`src/rtl/sar_seq_pkg.sv`:
```
// Package: shared phase encoding for the SAR conversion sequencer.
// Assumes: every sequencer module imports this one type.
package sar_seq_pkg;

    typedef enum logic [2:0] {
        PH_IDLE,
        PH_SAMPLE,
        PH_CONV,
        PH_CAL,
        PH_WRITE
    } phase_e;

endpackage

```
`src/rtl/sar_tick_gen.sv`:
```
// Module: step-rate tick generator.
// Produces one tick every 2^sel system clocks. The select is captured on
// restart_i, so it changes only at a conversion start.
// Assumes: restart_i pulses for one cycle at the edge that enters sampling.
module sar_tick_gen #(
    parameter int SEL_W = 2
) (
    input  logic             clk,
    input  logic             rst_n,
    input  logic             restart_i,
    input  logic [SEL_W-1:0] sel_i,
    output logic             tick_o
);

    localparam int MAX_SHIFT = (1 << SEL_W) - 1;
    localparam int CNT_W     = (MAX_SHIFT > 0) ? MAX_SHIFT : 1;

    logic [SEL_W-1:0] sel_q;
    logic [CNT_W-1:0] cnt_q;
    logic [CNT_W:0]   period;
    logic [CNT_W-1:0] last_cnt;

    assign period   = (CNT_W+1)'(1) << sel_q;
    assign last_cnt = period[CNT_W-1:0] - CNT_W'(1);
    assign tick_o   = (cnt_q == last_cnt);

    // Capture the select at restart and count system clocks within one step.
    always_ff @(posedge clk) begin
        if (!rst_n) begin
            sel_q <= '0;
            cnt_q <= '0;
        end else if (restart_i) begin
            sel_q <= sel_i;
            cnt_q <= '0;
        end else if (tick_o) begin
            cnt_q <= '0;
        end else begin
            cnt_q <= cnt_q + CNT_W'(1);
        end
    end

    // The step counter never runs past the selected period.
    assert_cnt_in_period_R4: assert property (@(posedge clk) disable iff (!rst_n)
        cnt_q <= last_cnt);

    // The captured select changes only at a conversion start.
    assert_sel_held_R11: assert property (@(posedge clk) disable iff (!rst_n)
        !restart_i |=> $stable(sel_q));

endmodule

```
`src/rtl/sar_phase_ctrl.sv`:
```
// Module: phase sequencer for sample, conversion, calibration and write.
// Owns the busy flag, the sticky interrupt flag and the calibration toggle.
// Assumes: tick_i comes from sar_tick_gen and was restarted by restart_o.
module sar_phase_ctrl
    import sar_seq_pkg::*;
#(
    parameter int SAMPLE_TICKS = 4,
    parameter int BITS         = 10,
    parameter int CAL_TICKS    = 2,
    parameter int STEP_W       = 4
) (
    input  logic              clk,
    input  logic              rst_n,
    input  logic              start_i,
    input  logic              cont_i,
    input  logic              irq_clr_i,
    input  logic              tick_i,
    output phase_e            phase_o,
    output logic [STEP_W-1:0] step_o,
    output logic              restart_o,
    output logic              busy_o,
    output logic              irq_o,
    output logic              sample_o,
    output logic              cal_offset_o,
    output logic              cal_lin_o
);

    phase_e            phase_q;
    logic [STEP_W-1:0] step_q;
    logic              busy_q;
    logic              irq_q;
    logic              cal_lin_q;
    logic              last_step;
    logic              irq_set;

    assign last_step = tick_i && (step_q == '0);
    assign restart_o = ((phase_q == PH_IDLE) && start_i) ||
                       ((phase_q == PH_WRITE) && cont_i);
    assign irq_set   = (phase_q == PH_CAL) && last_step;

    // Advance through the phases and count steps down within each phase.
    always_ff @(posedge clk) begin
        if (!rst_n) begin
            phase_q   <= PH_IDLE;
            step_q    <= '0;
            busy_q    <= 1'b0;
            cal_lin_q <= 1'b0;
        end else begin
            unique case (phase_q)
                PH_IDLE: begin
                    if (restart_o) begin
                        phase_q <= PH_SAMPLE;
                        step_q  <= STEP_W'(SAMPLE_TICKS - 1);
                        busy_q  <= 1'b1;
                    end
                end
                PH_SAMPLE: begin
                    if (last_step) begin
                        phase_q <= PH_CONV;
                        step_q  <= STEP_W'(BITS - 1);
                    end else if (tick_i) begin
                        step_q <= step_q - STEP_W'(1);
                    end
                end
                PH_CONV: begin
                    if (last_step) begin
                        phase_q <= PH_CAL;
                        step_q  <= STEP_W'(CAL_TICKS - 1);
                    end else if (tick_i) begin
                        step_q <= step_q - STEP_W'(1);
                    end
                end
                PH_CAL: begin
                    if (last_step) begin
                        phase_q   <= PH_WRITE;
                        busy_q    <= 1'b0;
                        cal_lin_q <= ~cal_lin_q;
                    end else if (tick_i) begin
                        step_q <= step_q - STEP_W'(1);
                    end
                end
                PH_WRITE: begin
                    if (restart_o) begin
                        phase_q <= PH_SAMPLE;
                        step_q  <= STEP_W'(SAMPLE_TICKS - 1);
                        busy_q  <= 1'b1;
                    end else begin
                        phase_q <= PH_IDLE;
                    end
                end
                default: phase_q <= PH_IDLE;
            endcase
        end
    end

    // Sticky interrupt flag; a set in the same cycle overrides a clear.
    always_ff @(posedge clk) begin
        if (!rst_n) begin
            irq_q <= 1'b0;
        end else begin
            irq_q <= irq_set | (irq_q & ~irq_clr_i);
        end
    end

    assign phase_o      = phase_q;
    assign step_o       = step_q;
    assign busy_o       = busy_q;
    assign irq_o        = irq_q;
    assign sample_o     = (phase_q == PH_SAMPLE);
    assign cal_offset_o = (phase_q == PH_CAL) && !cal_lin_q;
    assign cal_lin_o    = (phase_q == PH_CAL) && cal_lin_q;

    // An accepted start in idle enters sampling with busy already high.
    assert_start_enters_sample_R2: assert property (@(posedge clk) disable iff (!rst_n)
        (phase_q == PH_IDLE) && start_i |=> busy_q && (phase_q == PH_SAMPLE));

    // The interrupt flag is high in the cycle in which busy falls.
    assert_irq_at_busy_fall_R5: assert property (@(posedge clk) disable iff (!rst_n)
        $fell(busy_q) |-> irq_q);

    // At most one calibration window is shown at a time.
    assert_cal_exclusive_R7: assert property (@(posedge clk) disable iff (!rst_n)
        $onehot0({cal_offset_o, cal_lin_o}));

    // Without a clear the interrupt flag stays set.
    assert_irq_sticky_R9: assert property (@(posedge clk) disable iff (!rst_n)
        irq_q && !irq_clr_i |=> irq_q);

    // Busy never rises outside a restart.
    assert_no_spurious_start_R10: assert property (@(posedge clk) disable iff (!rst_n)
        !restart_o |=> !$rose(busy_q));

endmodule

```
`src/rtl/sar_approx_reg.sv`:
```
// Module: successive-approximation register and result register.
// Loads the MSB trial at the end of sampling, then on each conversion tick
// fixes the current bit from the comparator and raises the next lower bit.
// Assumes: step_i counts BITS-1 down to 0 through the conversion phase.
module sar_approx_reg
    import sar_seq_pkg::*;
#(
    parameter int BITS   = 10,
    parameter int STEP_W = 4
) (
    input  logic              clk,
    input  logic              rst_n,
    input  phase_e            phase_i,
    input  logic              tick_i,
    input  logic [STEP_W-1:0] step_i,
    input  logic              cmp_i,
    output logic [BITS-1:0]   trial_o,
    output logic [BITS-1:0]   result_o
);

    localparam logic [BITS-1:0] MSB_ONLY = {1'b1, {(BITS-1){1'b0}}};

    logic [BITS-1:0] sar_q;
    logic [BITS-1:0] result_q;
    logic [BITS-1:0] sar_next;

    // Decide the current bit and put the next lower bit on trial.
    always_comb begin
        sar_next = sar_q;
        for (int b = 0; b < BITS; b++) begin
            if (b == int'(step_i)) begin
                sar_next[b] = cmp_i;
            end else if (b + 1 == int'(step_i)) begin
                sar_next[b] = 1'b1;
            end
        end
    end

    // Update the trial register per step and capture the result in the write phase.
    always_ff @(posedge clk) begin
        if (!rst_n) begin
            sar_q    <= '0;
            result_q <= '0;
        end else begin
            unique case (phase_i)
                PH_SAMPLE: if (tick_i && (step_i == '0)) sar_q <= MSB_ONLY;
                PH_CONV:   if (tick_i) sar_q <= sar_next;
                PH_WRITE:  result_q <= sar_q;
                default:   ;
            endcase
        end
    end

    assign trial_o  = (phase_i == PH_CONV) ? sar_q : '0;
    assign result_o = result_q;

    // A trial code in the conversion phase always has a bit set.
    assert_trial_nonzero_R3: assert property (@(posedge clk) disable iff (!rst_n)
        (phase_i == PH_CONV) |-> (sar_q != '0));

    // The result register changes only out of the write phase.
    assert_result_held_R6: assert property (@(posedge clk) disable iff (!rst_n)
        (phase_i != PH_WRITE) |=> $stable(result_q));

endmodule

```
`src/rtl/sar_seq.sv`:
```
// Module: top of the SAR conversion sequencer.
// Ties the tick generator, the phase controller and the approximation register
// together. Assumes the comparator is settled within one step.
module sar_seq
    import sar_seq_pkg::*;
#(
    parameter int BITS         = 10,
    parameter int SEL_W        = 2,
    parameter int SAMPLE_TICKS = 4,
    parameter int CAL_TICKS    = 2
) (
    input  logic             clk,
    input  logic             rst_n,
    input  logic             start_i,
    input  logic             cont_i,
    input  logic [SEL_W-1:0] presc_sel_i,
    input  logic             irq_clr_i,
    input  logic             cmp_i,
    output logic [BITS-1:0]  dac_code_o,
    output logic             sample_o,
    output logic             busy_o,
    output logic             irq_o,
    output logic [BITS-1:0]  result_o,
    output logic             cal_offset_o,
    output logic             cal_lin_o
);

    localparam int STEP_MAX0 = (BITS > SAMPLE_TICKS) ? BITS : SAMPLE_TICKS;
    localparam int STEP_MAX  = (STEP_MAX0 > CAL_TICKS) ? STEP_MAX0 : CAL_TICKS;
    localparam int STEP_W    = $clog2(STEP_MAX + 1);

    phase_e            phase;
    logic [STEP_W-1:0] step;
    logic              tick;
    logic              restart;

    sar_tick_gen #(
        .SEL_W (SEL_W)
    ) u_tick (
        .clk       (clk),
        .rst_n     (rst_n),
        .restart_i (restart),
        .sel_i     (presc_sel_i),
        .tick_o    (tick)
    );

    sar_phase_ctrl #(
        .SAMPLE_TICKS (SAMPLE_TICKS),
        .BITS         (BITS),
        .CAL_TICKS    (CAL_TICKS),
        .STEP_W       (STEP_W)
    ) u_ctrl (
        .clk          (clk),
        .rst_n        (rst_n),
        .start_i      (start_i),
        .cont_i       (cont_i),
        .irq_clr_i    (irq_clr_i),
        .tick_i       (tick),
        .phase_o      (phase),
        .step_o       (step),
        .restart_o    (restart),
        .busy_o       (busy_o),
        .irq_o        (irq_o),
        .sample_o     (sample_o),
        .cal_offset_o (cal_offset_o),
        .cal_lin_o    (cal_lin_o)
    );

    sar_approx_reg #(
        .BITS   (BITS),
        .STEP_W (STEP_W)
    ) u_sar (
        .clk      (clk),
        .rst_n    (rst_n),
        .phase_i  (phase),
        .tick_i   (tick),
        .step_i   (step),
        .cmp_i    (cmp_i),
        .trial_o  (dac_code_o),
        .result_o (result_o)
    );

endmodule

```
`config.mk`:
```
export PLATFORM = sky130hd
export DESIGN_NAME = sar_seq
export DESIGN_NICKNAME = d
export VERILOG_FILES = /design/src/rtl/sar_seq_pkg.sv /design/src/rtl/sar_tick_gen.sv /design/src/rtl/sar_phase_ctrl.sv /design/src/rtl/sar_approx_reg.sv /design/src/rtl/sar_seq.sv
export SDC_FILE = /design/constraint.sdc
export NUM_CORES = 1
export LEC_CHECK = 0
export BUFFER_PORTS_ARGS = -buffer_cell sky130_fd_sc_hd__buf_2
export CORE_MARGIN = 2
export CORE_UTILIZATION = 50
export CTS_CLUSTER_SIZE = 28
export DETAILED_ROUTE_END_ITERATION = 6
export PLACE_DENSITY = 0.83
export RECOVER_POWER = 25
export SYNTH_ARGS = -nofsm -noshare
export SYNTH_HDL_FRONTEND = slang
export SYNTH_HIERARCHICAL = 1
export SYNTH_SLANG_ARGS = --single-unit
```
`constraint.sdc`:
```
create_clock -name clk -period 2.8 [get_ports clk]
set_input_delay 0.14 -clock clk [delete_from_list [all_inputs] [get_ports clk]]
set_output_delay 0.14 -clock clk [all_outputs]
set_load 0.02 [all_outputs]
```
======== Yosys cells after proc, flatten, opt, wreduce, memory -nomap -nowiden ========
Index checks and enable logic that the tools add are counted.
storage, ports and cells
  memories kept ........................... 0
  flip-flop bits (word level) ............. 35
  ROM bits ................................ 0
  memory bits (writable) .................. 0
  latch bits .............................. 0
cells by class
  multiply operators ...................... 0
  bitwise gates (word level) .............. 5
  order comparisons ....................... 0
  mux-type cells .......................... 39
  divide/modulo/power cells ............... 0
  shift operators ......................... 1
  $add $sub $neg .......................... 3
  reductions and logical operators ........ 30
  equal/unequal tests ..................... 32
operators by type and width
  kind                 count
  $reduce_and 4->1     11
  $mux 10              3
  $ne 3x1->1 const B   10
  $eq 4x4->1 const A   7
  $mux 1               23
  $mux 4               5
  $pmux 10 s2          1
  $pmux 4 s4           1
  $pmux 3 s5           1
  $mux 3               4
  $ne 2x1->1 const B   5
  $eq 3x4->1 const A   2
  $logic_not 4->1      2
  $eq 3x2->1 const B   2
  $logic_and 1x1->1    6
  $reduce_and 3->1     2
  $eq 2x4->1 const A   1
  $ne 2x2->1 const B   2
  $reduce_bool 2->1    2
  $reduce_bool 4->1    1
  $sub 4x1->4 const B  1
  $add 3x1->3 const B  1
  $eq 3x1->1 const B   1
  $eq 3x3->1           1
  13 further kinds     15

======== Depth between registers and ports, before layout ========
  depth after elaboration ................. 6
  depth in mapped cells ................... 9
  depth with buffers taken out ............ 7

======== Hierarchy ========
Netlist, hierarchy kept.
modules (own cells, without submodules)
  module          area each (sq um)  cells each  times used  seq. area each (sq um)
  sar_approx_reg  1068.5             125         1           400.4
  sar_phase_ctrl  673.1              75          1           200.2
  sar_tick_gen    235.2              23          1           100.1

======== Worst setup path before layout ========
No wires, ideal clock.
  kind .................................... register -> register
  start ................................... register u_tick.cnt_q[1]
  end ..................................... register u_ctrl.step_q[3] (netlist: u_ctrl/step_o[3])
  slack ................................... 0.673 ns
  required time ........................... 2.683 ns
  stages on the path, launching flop included .. 9
  path buffers ............................ 1
  arrival time ............................ 2.010 ns
  clock period less this slack ............ 2.127 ns
  library setup time ...................... 0.117 ns
  path through ............................ dfxtp_1 > or4bb_1 > nand4_1 > and2_1 > buf_4 > and4bb_4 > nand3_4 > a31o_1 > and4b_1
on the way
  cells in the longest elaborated chain, start to end .. 4
  elaborated cells between the ends (all ways) .. 9
  classes of those cells .................. eq/ne: 2; mux: 5; reduce/logical: 2
RTL lines
  item                                            RTL line              text
  start: declaration                              sar_tick_gen.sv:19    logic [CNT_W-1:0] cnt_q;
  start signal: assignment                        sar_tick_gen.sv:38    cnt_q <= cnt_q + CNT_W'(1);
  $eq 3x3->1 (*)                                  sar_tick_gen.sv:25    assign tick_o = (cnt_q == last_cnt);
  via tick                                        sar_seq.sv:34         logic tick;
  $mux 4 or $logic_and 1x1->1 (tied branches)     n/a
  $mux 4, or another cell as far along            n/a
  $pmux 4 s4 or $reduce_and 3->1 (tied branches)  n/a
  end signal: assignment                          sar_phase_ctrl.sv:53  step_q <= STEP_W'(SAMPLE_TICKS - 1);
  end signal: assignment                          sar_phase_ctrl.sv:60  step_q <= STEP_W'(BITS - 1);
  end signal: assignment                          sar_phase_ctrl.sv:62  step_q <= step_q - STEP_W'(1);
  end: declaration                                sar_phase_ctrl.sv:29  logic [STEP_W-1:0] step_q;
The timed path passes the listed nets; every way through them passes the cells marked *. The select of a mux whose other input is x is not followed.
A chain may end at the register's enable or synchronous reset.

======== Worst setup path after layout ========
  start ................................... register u_tick.cnt_q[1]
  end ..................................... register u_sar.sar_q[6]
on the way
  cells in the longest elaborated chain, start to end .. 4
  elaborated cells between the ends (all ways) .. 5
  classes of those cells .................. eq/ne: 3; reduce/logical: 2
RTL lines
  item                                   RTL line              text
  $eq 3x3->1 (*)                         sar_tick_gen.sv:25
  via tick                               sar_seq.sv:34
  $logic_and 1x1->1                      sar_approx_reg.sv:46  PH_SAMPLE: if (tick_i && (step_i == '0)) sar_q <= MSB_ONLY;
  $ne 2x1->1 (no source line)            n/a
  $reduce_and 4->1 (no source line) (*)  n/a
  end signal: assignment                 sar_approx_reg.sv:47  PH_CONV: if (tick_i) sar_q <= sar_next;
  end: declaration                       sar_approx_reg.sv:23  logic [BITS-1:0] sar_q;
The timed path passes the listed nets; every way through them passes the cells marked *.

==> results.py <==
metrics = {
    "cts": {
        "cts.path.max_buffers": 2,
        "clk_pin_slew_ns": 0.06,
        "cts-buffers-inserted": 5,
        "number_of_setup_buffers_added_after_cts": 0,
        "root_buf_cell": "sky130_fd_sc_hd__clkbuf_8",
        "h-tree-depth": 2,
        "cts_resized": 0,
        "clock_latency_ns": 0.29,
        "number_of_hold_buffers_added_after_cts": 0,
        "clock_tree_from_tritoncts": "done",
        "clk_sink_count": 35,
    },
    "layout": {
        "layout_commonest_cell": "sky130_fd_sc_hd__dfxtp_1",
        "nNetsFinal": 266,
        "final_layout_size_suffix_gt1_frac": 0.148,
        "stdcell_area_um2": 2220,
        "antennaDiodeCount": 0,
        "flow.area_growth_from_synthesis_pct": 12.3,
        "most-common-layout-cells": "35 x sky130_fd_sc_hd__dfxtp_1, 28 x sky130_fd_sc_hd__nor2_1, 20 x sky130_fd_sc_hd__buf_2, 15 x sky130_fd_sc_hd__clkbuf_1, 14 x sky130_fd_sc_hd__mux2i_1",
    },
    "drt": {
        "drc_errors_left": 0,
        "postRouteAntennaNets": 0,
        "route.detailed.vias_per_inst": 5.88,
        "vias": 1786,
        "avgRoutedWirePerCell_um": 14.6,
        "dr.pass1.iters": 4,
        "initialDrtViolationCount": 130,
        "routed_wirelength_um": 4440,
    },
    "place": {
        "placed_cell_area_um2": 2160,
        "pre_cts_slack_ns": 0.319,
        "numPortBuffers": 32,
        "gpl.final_weighted_congestion": 0.910,
        "dp_hpwl_um": 3070,
    },
    "timing": {
        "slew_headroom": 0.498,
        "timing_hold_violations_final": 0,
        "post-route-period-util": 0.913,
        "worst_clock_skew_ns": 0.00424,
        "period_needed_ns": 2.56,
        "post-route-worst-setup-slack_ns": 0.244,
        "fin_worst_hold_slack_ns": 0.119,
        "setup_tns_ns": 0,
        "max_slew_violation_total_from_the_final_report": 0,
        "setup_viol": 0,
        "rsz0062_at_grt": "no",
        "timing.fmax_mhz": 391,
        "worst-slew-pin-transition_ns": 0.753,
    },
    "worst_setup_path": {
        "path_max_fanout": 13,
        "critPathArrivalTime_ns": 2.75,
        "end_kind": "register",
        "timing.setup.critical_path_class": "reg2reg",
        "timing.critical_path.from_type": "register",
        "required_ns": 3.00,
    },
    "synthesis": {
        "netlist_area_um2": 1980,
        "count_of_flip_flops_with_a_built_in_enable_after_synthesis": 0,
        "synthesis.nets": 234,
        "most_frequently_used_flop_master_after_synthesis": "sky130_fd_sc_hd__dfxtp_1",
        "async_reset_ff_frac": 0,
        "synth.distinct_cells": 60,
        "seq_total_area_yosys": 0.354,
        "number_of_synthesized_register_bits": 35,
        "yosys_warnings": 6,
        "avgSynthCellArea_um2": 8.87,
        "syn-instance-count": 223,
    },
    "power": {
        "static-leakage-power_nw": 0.854,
        "peakVddDrop_v": 0.000349,
        "finalPower_w": 0.00134,
        "cellPowerDensity_nw_per_um2": 602,
    },
    "die": {
        "design.portCount": 33,
        "initial_core_utilization": 0.528,
        "die-height_um": 66.9,
        "design.core.area_um2": 3740,
        "die_width_um": 66.9,
        "rows": 22,
        "design.die.area_um2": 4470,
    },
    "grt": {
        "wire_length_of_the_first_global_routing_pass_um": 7110,
        "grt_max_degree": 20,
        "groute.usage.overall": 0.213,
        "number_of_antenna_violations_at_the_first_check_in_global_routing": 0,
        "grt_pass1_vias": 1602,
        "gr-total-overflow": 0,
    },
    "min_path": {
        "hp-class": "in2reg",
    },
    "run": {
        "drv_cap": 0,
    },
    "run_status": {
        "status": "finished clean",
    },
}
-- stage by stage --
stage / utilization / cells
global placement: 0.578 / 296
floorplan: - / 223
finish: 0.593 / 304
global route: 0.593 / 304
detailed placement: 0.578 / 296
CTS: 0.599 / 304
-- final cells by class --
class | count | area, µm²
Tap cell | 48 | 60.1
Multi-Input combinational cell | 167 | 1170
Sequential cell | 35 | 701
Clock buffer | 7 | 76.3
Fill cell | 359 | 1520
Timing Repair Buffer | 36 | 171
Clock inverter | 1 | 5.00
Inverter | 10 | 37.5
-- path summary, 6_finish.rpt --
path	start	cells past startpoint	slack [ns]	end
max	u_tick/cnt_q[1]	7	0.24	u_sar/sar_q[6]
min	presc_sel_i[1]	3	0.12	u_tick/sel_q[1]
min reg2reg	u_sar/result_o[0]	2	0.50	u_sar/result_o[0]
max reg2reg	u_tick/cnt_q[1]	7	0.24	u_sar/sar_q[6]
-- critical path, stage by stage (launching register included) --
cell and delay, ns:
sky130_fd_sc_hd__dfxtp_1 0.39, sky130_fd_sc_hd__or4bb_1 0.49, sky130_fd_sc_hd__nand4_1 0.15, sky130_fd_sc_hd__and2_1 0.40, sky130_fd_sc_hd__and4bb_1 0.30, sky130_fd_sc_hd__a31oi_1 0.24, sky130_fd_sc_hd__o21ba_1 0.26, sky130_fd_sc_hd__a311oi_1 0.23
-- cell usage after synthesis, types with 3 or more instances --
cell / n / area share
sky130_fd_sc_hd__and2_1: 12 / 0.038
sky130_fd_sc_hd__nor2b_1: 6 / 0.019
sky130_fd_sc_hd__nor2_1: 28 / 0.053
sky130_fd_sc_hd__o21ai_1: 3 / 0.0076
sky130_fd_sc_hd__a21oi_1: 10 / 0.025
sky130_fd_sc_hd__dfxtp_1: 35 / 0.35
sky130_fd_sc_hd__nand3_1: 4 / 0.010
sky130_fd_sc_hd__mux2i_1: 14 / 0.071
sky130_fd_sc_hd__o211ai_1: 4 / 0.015
sky130_fd_sc_hd__buf_4: 3 / 0.011
sky130_fd_sc_hd__nor3b_1: 3 / 0.011
sky130_fd_sc_hd__inv_1: 10 / 0.019
sky130_fd_sc_hd__a31oi_1: 4 / 0.013
sky130_fd_sc_hd__nand2_1: 8 / 0.015
sky130_fd_sc_hd__nand2b_1: 3 / 0.0095
sky130_fd_sc_hd__ha_1: 3 / 0.019
sky130_fd_sc_hd__clkbuf_1: 4 / 0.0076
sky130_fd_sc_hd__nor3_1: 8 / 0.020
sky130_fd_sc_hd__xnor2_1: 3 / 0.013
sky130_fd_sc_hd__a22oi_1: 4 / 0.015
-- flip-flops by register name, indices dropped and copies added (netlist names) --
signal / count
u_tick/sel_q: 2
u_ctrl/cal_lin_q: 1
u_tick/cnt_q: 3
u_sar/sar_q: 10
u_ctrl/step_o: 4
u_ctrl/busy_o: 1
u_ctrl/phase_o: 3
u_sar/result_o: 10
u_ctrl/irq_o: 1
-- report_power, final --
group / internal [W] / switching, W
Combinational: 0.000163 / 0.000226
Sequential: 0.000533 / 0.0000729
Clock: 0.000174 / 0.000168
-- logic make-up (layout without fill, tap and decap cells) --
| kind of cell | Yosys count | count (layout) | synth area share |
|---|---|---|---|
| AND/OR/NAND/NOR | 96 | 96 | 0.295 |
| buffers and inverters | 21 | 54 | 0.0544 |
| AO/OA/AOI/OAI | 49 | 49 | 0.184 |
| adder cells (fa/ha/maj) | 3 | 3 | 0.0190 |
| multiplexers | 14 | 14 | 0.0709 |
| XOR/XNOR | 5 | 5 | 0.0222 |
| flip-flops | 35 | 35 | 0.354 |
-- metal layers --
| layer | part of all wire | track usage |
|---|---|---|
| met1 | 0.45 | 0.277 |
| met2 | 0.46 | 0.321 |
| met3 | 0.063 | 0.0507 |
| met4 | 0.025 | 0.117 |
| met5 | 0 | 0 |
(Power assumes the default switching activity.)
